[config.mk]
export PLATFORM = sky130hd
export DESIGN_NAME = mdio_mgmt_master
export DESIGN_NICKNAME = d
export VERILOG_FILES = /design/src/rtl/mdio_mgmt_pkg.sv /design/src/rtl/mdio_clkgen.sv /design/src/rtl/mdio_frame_engine.sv /design/src/rtl/mdio_host_regs.sv /design/src/rtl/mdio_mgmt_master.sv
export SDC_FILE = /design/constraint.sdc
export NUM_CORES = 1
export LEC_CHECK = 0
export BUFFER_PORTS_ARGS = -buffer_cell sky130_fd_sc_hd__buf_2
export CAP_MARGIN = 25
export CELL_PAD_IN_SITES_DETAIL_PLACEMENT = 0
export CELL_PAD_IN_SITES_GLOBAL_PLACEMENT = 2
export CORE_ASPECT_RATIO = 1.75
export CORE_MARGIN = 5
export CORE_UTILIZATION = 36
export CTS_CLUSTER_DIAMETER = 200
export DETAILED_ROUTE_END_ITERATION = 6
export PLACE_DENSITY_LB_ADDON = 0.1
export SKIP_LAST_GASP = 1
export SLEW_MARGIN = 40
export SYNTH_ARGS = -nofsm -noshare
export SYNTH_HDL_FRONTEND = slang
export SYNTH_SLANG_ARGS = --single-unit
export TNS_END_PERCENT = 100
[constraint.sdc]
create_clock -name clk -period 2.05 [get_ports clk]
set_clock_uncertainty 0.05 [all_clocks]
set_input_delay 0.3075 -clock clk [delete_from_list [all_inputs] [get_ports clk]]
set_output_delay 0.3075 -clock clk [all_outputs]
set_load 0.03 [all_outputs]
[src/rtl/mdio_mgmt_pkg.sv]
package mdio_mgmt_pkg;

  localparam int FRAME_BITS = 64;
  localparam int DATA_BITS  = 16;
  localparam int FIELD_BITS = 5;
  localparam int IDX_W      = $clog2(FRAME_BITS);
  localparam int TA_POS     = 46;   // first turnaround bit
  localparam int DATA_POS   = 48;   // first data bit
  localparam int CTRL_GO    = 0;
  localparam int CTRL_EN    = 3;

  typedef enum logic [1:0] {
    HR_CMD   = 2'd0,
    HR_WDATA = 2'd1,
    HR_RDATA = 2'd2,
    HR_CTRL  = 2'd3
  } host_reg_e;

  // command word layout: [10] read, [9:5] phy, [4:0] register
  typedef struct packed {
    logic                  rd;
    logic [FIELD_BITS-1:0] phy;
    logic [FIELD_BITS-1:0] regn;
  } mdio_cmd_t;

  // whole clause 22 frame, first bit on the wire at the MSB
  function automatic logic [FRAME_BITS-1:0] build_frame(mdio_cmd_t c,
                                                        logic [DATA_BITS-1:0] d);
    logic [1:0]           op;
    logic [1:0]           ta;
    logic [DATA_BITS-1:0] pay;
    op  = c.rd ? 2'b10 : 2'b01;
    ta  = c.rd ? 2'b11 : 2'b10;
    pay = c.rd ? {DATA_BITS{1'b1}} : d;
    return {{32{1'b1}}, 2'b01, op, c.phy, c.regn, ta, pay};
  endfunction

  // the master owns the pin for the whole write and the head of a read
  function automatic logic master_drives(logic rd, logic [IDX_W-1:0] idx);
    return !rd || (idx < IDX_W'(TA_POS));
  endfunction

  function automatic logic in_data_phase(logic [IDX_W-1:0] idx);
    return idx >= IDX_W'(DATA_POS);
  endfunction

endpackage

[src/rtl/mdio_clkgen.sv]
module mdio_clkgen #(
  parameter int MDC_DIV = 50
) (
  input  logic clk,
  input  logic rst_n,
  input  logic run,
  output logic mdc,
  output logic rise_evt,
  output logic fall_evt
);
  localparam int HALF = MDC_DIV / 2;
  localparam int CW   = (HALF > 1) ? $clog2(HALF) : 1;

  logic [CW-1:0] cnt;
  logic          at_top;

  assign at_top   = (cnt == CW'(HALF - 1));
  assign rise_evt = run && at_top && !mdc;
  assign fall_evt = run && at_top && mdc;

  always_ff @(posedge clk) begin
    if (!rst_n) begin
      cnt <= '0;
      mdc <= 1'b0;
    end else if (!run) begin
      cnt <= '0;
      mdc <= 1'b0;
    end else if (at_top) begin
      cnt <= '0;
      mdc <= ~mdc;
    end else begin
      cnt <= cnt + 1'b1;
    end
  end
endmodule

[src/rtl/mdio_frame_engine.sv]
module mdio_frame_engine
  import mdio_mgmt_pkg::*;
(
  input  logic                  clk,
  input  logic                  rst_n,
  input  logic                  start,
  input  mdio_cmd_t             cmd,
  input  logic [DATA_BITS-1:0]  wdata,
  input  logic                  rise_evt,
  input  logic                  fall_evt,
  input  logic                  mdio_i,
  output logic                  busy,
  output logic                  rd_valid,
  output logic [DATA_BITS-1:0]  rd_word,
  output logic                  mdio_o,
  output logic                  mdio_oe,
  output logic [IDX_W-1:0]      bit_idx
);
  logic [FRAME_BITS-1:0] shreg;
  logic [DATA_BITS-1:0]  cap;
  logic [IDX_W-1:0]      idx;
  logic                  busy_q;
  logic                  rd_q;
  logic                  last_bit;
  logic                  finish;

  assign last_bit = (idx == IDX_W'(FRAME_BITS - 1));
  assign finish   = busy_q && rise_evt && last_bit;
  assign rd_valid = finish && rd_q;
  assign rd_word  = {cap[DATA_BITS-2:0], mdio_i};
  assign mdio_oe  = busy_q && master_drives(rd_q, idx);
  assign mdio_o   = mdio_oe && shreg[FRAME_BITS-1];
  assign busy     = busy_q;
  assign bit_idx  = idx;

  always_ff @(posedge clk) begin
    if (!rst_n) begin
      shreg  <= '0;
      cap    <= '0;
      idx    <= '0;
      busy_q <= 1'b0;
      rd_q   <= 1'b0;
    end else if (start) begin
      shreg  <= build_frame(cmd, wdata);
      cap    <= '0;
      idx    <= '0;
      busy_q <= 1'b1;
      rd_q   <= cmd.rd;
    end else if (busy_q) begin
      if (fall_evt) begin
        shreg <= {shreg[FRAME_BITS-2:0], 1'b0};
        idx   <= idx + 1'b1;
      end
      if (rise_evt) begin
        if (rd_q && in_data_phase(idx)) cap <= rd_word;
        if (last_bit) busy_q <= 1'b0;
      end
    end
  end
endmodule

[src/rtl/mdio_host_regs.sv]
module mdio_host_regs
  import mdio_mgmt_pkg::*;
(
  input  logic                  clk,
  input  logic                  rst_n,
  input  logic                  host_wr,
  input  logic [1:0]            host_addr,
  input  logic [31:0]           host_wdata,
  output logic [31:0]           host_rdata,
  input  logic                  busy,
  input  logic                  rd_valid,
  input  logic [DATA_BITS-1:0]  rd_word,
  output mdio_cmd_t             cmd,
  output logic [DATA_BITS-1:0]  wdata,
  output logic [DATA_BITS-1:0]  rd_hold,
  output logic                  en,
  output logic                  start
);
  localparam int CMD_W = $bits(mdio_cmd_t);

  logic wr_cmd, wr_wd, wr_ctl;

  assign wr_cmd = host_wr && (host_addr == HR_CMD);
  assign wr_wd  = host_wr && (host_addr == HR_WDATA);
  assign wr_ctl = host_wr && (host_addr == HR_CTRL);
  assign start  = wr_ctl && host_wdata[CTRL_GO] && host_wdata[CTRL_EN] && !busy;

  always_ff @(posedge clk) begin
    if (!rst_n) begin
      cmd     <= '0;
      wdata   <= '0;
      rd_hold <= '0;
      en      <= 1'b0;
    end else begin
      if (wr_cmd)   cmd     <= mdio_cmd_t'(host_wdata[CMD_W-1:0]);
      if (wr_wd)    wdata   <= host_wdata[DATA_BITS-1:0];
      if (wr_ctl)   en      <= host_wdata[CTRL_EN];
      if (rd_valid) rd_hold <= rd_word;
    end
  end

  always_comb begin
    host_rdata = '0;
    case (host_addr)
      HR_CMD:   host_rdata[CMD_W-1:0]     = cmd;
      HR_WDATA: host_rdata[DATA_BITS-1:0] = wdata;
      HR_RDATA: host_rdata[DATA_BITS-1:0] = rd_hold;
      default: begin
        host_rdata[CTRL_EN] = en;
        host_rdata[CTRL_GO] = busy;
      end
    endcase
  end
endmodule

[src/rtl/mdio_mgmt_master.sv]
module mdio_mgmt_master
  import mdio_mgmt_pkg::*;
#(
  parameter int MDC_DIV = 50
) (
  input  logic        clk,
  input  logic        rst_n,
  input  logic        host_wr,
  input  logic [1:0]  host_addr,
  input  logic [31:0] host_wdata,
  output logic [31:0] host_rdata,
  output logic        mdc,
  output logic        mdio_o,
  output logic        mdio_oe,
  input  logic        mdio_i
);
  mdio_cmd_t            cmd;
  logic [DATA_BITS-1:0] wr_val;
  logic [DATA_BITS-1:0] rd_word;
  logic [DATA_BITS-1:0] rdata_q;
  logic [IDX_W-1:0]     bit_idx;
  logic                 busy, en_q, start, rd_valid;
  logic                 rise_evt, fall_evt;

  mdio_host_regs u_regs (
    .clk(clk), .rst_n(rst_n),
    .host_wr(host_wr), .host_addr(host_addr),
    .host_wdata(host_wdata), .host_rdata(host_rdata),
    .busy(busy), .rd_valid(rd_valid), .rd_word(rd_word),
    .cmd(cmd), .wdata(wr_val), .rd_hold(rdata_q),
    .en(en_q), .start(start)
  );

  mdio_clkgen #(.MDC_DIV(MDC_DIV)) u_clk (
    .clk(clk), .rst_n(rst_n), .run(busy),
    .mdc(mdc), .rise_evt(rise_evt), .fall_evt(fall_evt)
  );

  mdio_frame_engine u_eng (
    .clk(clk), .rst_n(rst_n), .start(start),
    .cmd(cmd), .wdata(wr_val),
    .rise_evt(rise_evt), .fall_evt(fall_evt), .mdio_i(mdio_i),
    .busy(busy), .rd_valid(rd_valid), .rd_word(rd_word),
    .mdio_o(mdio_o), .mdio_oe(mdio_oe), .bit_idx(bit_idx)
  );
endmodule

==> results.py <==
metrics = {
    "outcome": {
        "run_status": "finished, final reports clean",
    },
    "place": {
        "dp_worst_setup_slack_ns": -0.0386,
        "placed_cells_incl_taps": 877,
        "hpwlAfterDp_um": 11200,
        "place.gp.congestion": 0.830,
        "port_buffers": 40,
    },
    "cells_and_area": {
        "instances_no_fill": 909,
        "design.final.nets": 718,
        "fin_util_pct": 43.5,
        "layout.cells.most_common_list": "sky130_fd_sc_hd__dfxtp_1 (136), sky130_fd_sc_hd__nand2_1 (93), sky130_fd_sc_hd__o221a_2 (44)",
        "areaGrowthSynthToFinish_pct": 19.1,
        "layout.cells.most_common": "sky130_fd_sc_hd__dfxtp_1",
        "antenna-diode-count": 0,
        "final_layout_size_suffix_gt1_share_pct": 23.1,
    },
    "logic_synthesis": {
        "synth.distinct_cells": 49,
        "synthesis.instances": 645,
        "postSynth.topFlopCell": "sky130_fd_sc_hd__dfxtp_1",
        "synth_sequential_area_ratio_pct": 45.7,
        "number_of_flops_mapped_to_enable_cells_by_yosys": 0,
        "async_flop_share_pct": 0,
        "syn_area_um2": 6000,
        "synth.ff_latch_count": 137,
        "synth.yosys.warnings": 0,
        "synth.avg_cell_area_um2": 9.31,
    },
    "critical_path": {
        "crit_arrival_ns": 1.61,
        "reg2reg_from": "u_clk.cnt[0]",
        "timing.reg2reg.setup_slack_ns": 0.16,
        "worstPathMaxFanout": 6,
        "cp_data_required_time_ns": 1.69,
        "timing.critical_path.cells": "a31o_2, a31oi_4, and2_1, buf_2",
        "critPathCaptureType": "output port",
        "worstSetupStartpointType": "flip-flop",
        "worst-r2r-cell-count": 6,
        "regToRegEndpoint": "u_eng.shreg[24]",
        "critical-path-top-delay-family": "compound AO/OA/AOI/OAI gates",
        "timing.critical_path.slowest_cell_delay_ns": 0.35,
        "critPathKind": "flip-flop to output port",
        "critPathSlowestCell": "sky130_fd_sc_hd__dfxtp_1",
        "critical_path_buf_inv_count": 1,
    },
    "drt": {
        "drt_drc_violations_left": 0,
        "wl_per_cell_um": 17.4,
        "vias": 4885,
        "iter_0_drt_violations": 230,
        "drtAntennaViolNets": 0,
        "avgViaCountPerCell": 5.37,
        "drtPass1Iterations": 4,
        "totalWireLength_um": 15800,
    },
    "timing": {
        "setup_viol": 0,
        "final_period_minus_worst_setup_slack_ns": 1.96,
        "report.final.hold_viol_count": 0,
        "slew_headroom_pct": 60.5,
        "finalMaxSlewViolations": 0,
        "max_slew.worst_pin.slew_ns": 0.591,
        "maxClockFrequency_mhz": 509,
        "timing.final.ws_setup_ns": 0.0858,
        "min_period_over_period_pct": 95.8,
        "grt_setup_unrepaired": "no",
    },
    "flow_run": {
        "max_cap_viol_count": 0,
    },
    "pwr": {
        "power_density_nw_per_um2": 862,
        "combinationalPowerShare_pct": 5.2,
        "sw_frac_of_total_pct": 22.6,
        "total_leakage_power_nw": 2.53,
        "seq_power_share_pct": 44.4,
        "vdd_ir_drop_max_uv": 422,
        "share_clk_of_total_power_pct": 50.4,
        "power_report.internal_total_w": 0.00477,
        "netSwitchingPower_w": 0.00139,
    },
    "floorplanning": {
        "initial_core_util_pct": 36.5,
        "floorplan.rows": 62,
        "die_width_um": 108,
        "floorplan.io_pins": 73,
        "core_region_area_um2": 16400,
        "die_area_um2": 19500,
        "die_y_um": 181,
    },
    "cts": {
        "cts.sink_count": 137,
        "clock_latency_ns": 0.42,
        "cts.reportedPaths.clkPinSlew_ns": 0.06,
        "cts.repair_timing.setup_buffer_count": 0,
        "cts_tree": "yes",
        "htree_num_levels": 4,
        "root_buf_cell": "sky130_fd_sc_hd__clkbuf_16",
        "cts.path.max_buffers": 2,
        "cts_inserted_buffers": 17,
    },
    "worst_hold_path": {
        "holdCritPathClass": "input pin to flip-flop",
        "timing.hold.worst_endpoint": "u_regs.wdata[14]",
        "hold_start": "host_wdata[14]",
        "worstHoldPathCells": 3,
    },
    "global_route": {
        "grt.total_usage_pct": 16.8,
        "grt_pass1_wl_um": 26300,
        "antenna_found_initial": 0,
        "largest_net_degree_at_the_start_of_global_routing": 45,
        "aggregate_global_routing_overflow": 0,
        "grt_pass1_vias": 5104,
    },
}
## cells by family (layout without fill, tap and decap cells)
group                    Yosys count  after routing  share of synthesized area (%)
XOR/XNOR                           4              4                          0.584
AO/OA/AOI/OAI                    174            174                           23.0
multiplexers                      35             35                           5.84
flip-flops                       137            137                           45.7
AND/OR/NAND/NOR                  197            197                           16.2
adder cells (fa/ha/maj)            8              8                           1.67
other                              1             16                         0.0625
buffers and inverters             89            114                           7.00
## per-layer routing
layer	wire length (um)	GRT usage, %	up-vias
li1	-	-	2398
met1	6670	19.6	2391
met2	8480	30.2	76
met3	447	3.71	20
met4	226	5.36	0
met5	0	0	-
## worst max path at each step
stage          depth (start not counted)              from            end
2_1_floorplan                          5        u_eng.busy         mdio_o
3_3_place_gp                           6      host_addr[0]  host_rdata[3]
3_5_place_dp                           6      host_addr[0]  host_rdata[3]
4_1_cts                                6      host_addr[0]  host_rdata[3]
5_1_grt                                4  u_eng.bit_idx[3]         mdio_o
6_report                               4  u_eng.bit_idx[3]         mdio_o
## power groups by stage
stage | combinational, W | clock [W] | sequential (W)
floorplan | 0.000232 | 0 | 0.00278
global placement | 0.000317 | 0 | 0.00279
detailed placement | 0.000321 | 0 | 0.00279
CTS | 0.000322 | 0.00319 | 0.00274
global route | 0.000349 | 0.00332 | 0.00274
finish | 0.000320 | 0.00310 | 0.00274
## per-stage QoR
step	setup TNS [ns]	power (W)	instance area, um2	hold WS (ns)
after floorplan	0	0.00301	6070	0.380
after global placement	-0.0450	0.00311	6520	0.389
after detailed placement	-0.0386	0.00311	6520	0.404
after CTS	0	0.00625	7150	0.0614
after global routing	0	0.00641	7150	0.0674
final	0	0.00616	7150	0.0803
## worst min-delay path: stages
cell and delay [ns]:
sky130_fd_sc_hd__buf_2 0.10, sky130_fd_sc_hd__nand2_1 0.05, sky130_fd_sc_hd__a21oi_1 0.05
## repair_timing
action | in CTS | in global routing
gates resized for setup | 3 | 1
pin swaps | 1 | 1
hold buffers | 0 | 0
setup endpoints to repair | 3 | 5
## layout make-up
| cell class | instances | area, um2 |
|---|---|---|
| flip-flops and latches | 137 | 2740 |
| repair buffers | 72 | 553 |
| inverters | 10 | 37.5 |
| clock inverters | 9 | 114 |
| multi-input cells | 434 | 2920 |
| fillers | 1704 | 9300 |
| well taps | 224 | 280 |
| clock buffers | 23 | 498 |
## flip-flops by register name, indices dropped and copies added (netlist names)
name / flops
u_regs.wdata: 16
u_regs.cmd: 11
u_clk.mdc: 1
u_regs.rd_hold: 16
u_eng.cap: 15
u_eng.rd_q: 1
u_regs.en: 1
u_eng.shreg: 64
u_eng.busy: 1
u_eng.bit_idx: 6
u_clk.cnt: 5
## cells in the mapped netlist, types with 2 or more instances
cell	count	share of area, %
sky130_fd_sc_hd__clkbuf_1	49	3.1
sky130_fd_sc_hd__xor2_1	2	0.29
sky130_fd_sc_hd__buf_2	9	0.75
sky130_fd_sc_hd__a31oi_1	2	0.21
sky130_fd_sc_hd__o21bai_1	16	2.0
sky130_fd_sc_hd__o31a_1	10	1.5
sky130_fd_sc_hd__a22oi_1	5	0.63
sky130_fd_sc_hd__o21ai_0	25	2.1
sky130_fd_sc_hd__or3_1	2	0.21
sky130_fd_sc_hd__inv_1	10	0.63
sky130_fd_sc_hd__a21oi_1	36	3.0
sky130_fd_sc_hd__nand2_1	93	5.8
sky130_fd_sc_hd__ha_1	8	1.7
sky130_fd_sc_hd__mux2i_1	35	5.8
sky130_fd_sc_hd__a222oi_1	11	1.8
sky130_fd_sc_hd__o31ai_1	3	0.38
sky130_fd_sc_hd__a311oi_1	17	2.5
sky130_fd_sc_hd__buf_4	16	2.0
sky130_fd_sc_hd__nand3_1	26	2.2
sky130_fd_sc_hd__nor2_1	16	1.0
sky130_fd_sc_hd__nor3_1	17	1.4
sky130_fd_sc_hd__dfxtp_1	137	46
sky130_fd_sc_hd__nor2b_1	6	0.63
sky130_fd_sc_hd__and3_1	10	1.0
sky130_fd_sc_hd__nor3b_1	9	1.1
sky130_fd_sc_hd__buf_6	2	0.38
sky130_fd_sc_hd__and2_1	3	0.31
sky130_fd_sc_hd__xnor2_1	2	0.29
sky130_fd_sc_hd__nand4_1	2	0.21
sky130_fd_sc_hd__or4_1	2	0.25
sky130_fd_sc_hd__buf_1	3	0.19
sky130_fd_sc_hd__o221a_2	44	8.3
Note: power is estimated with default switching activity, not from simulation.
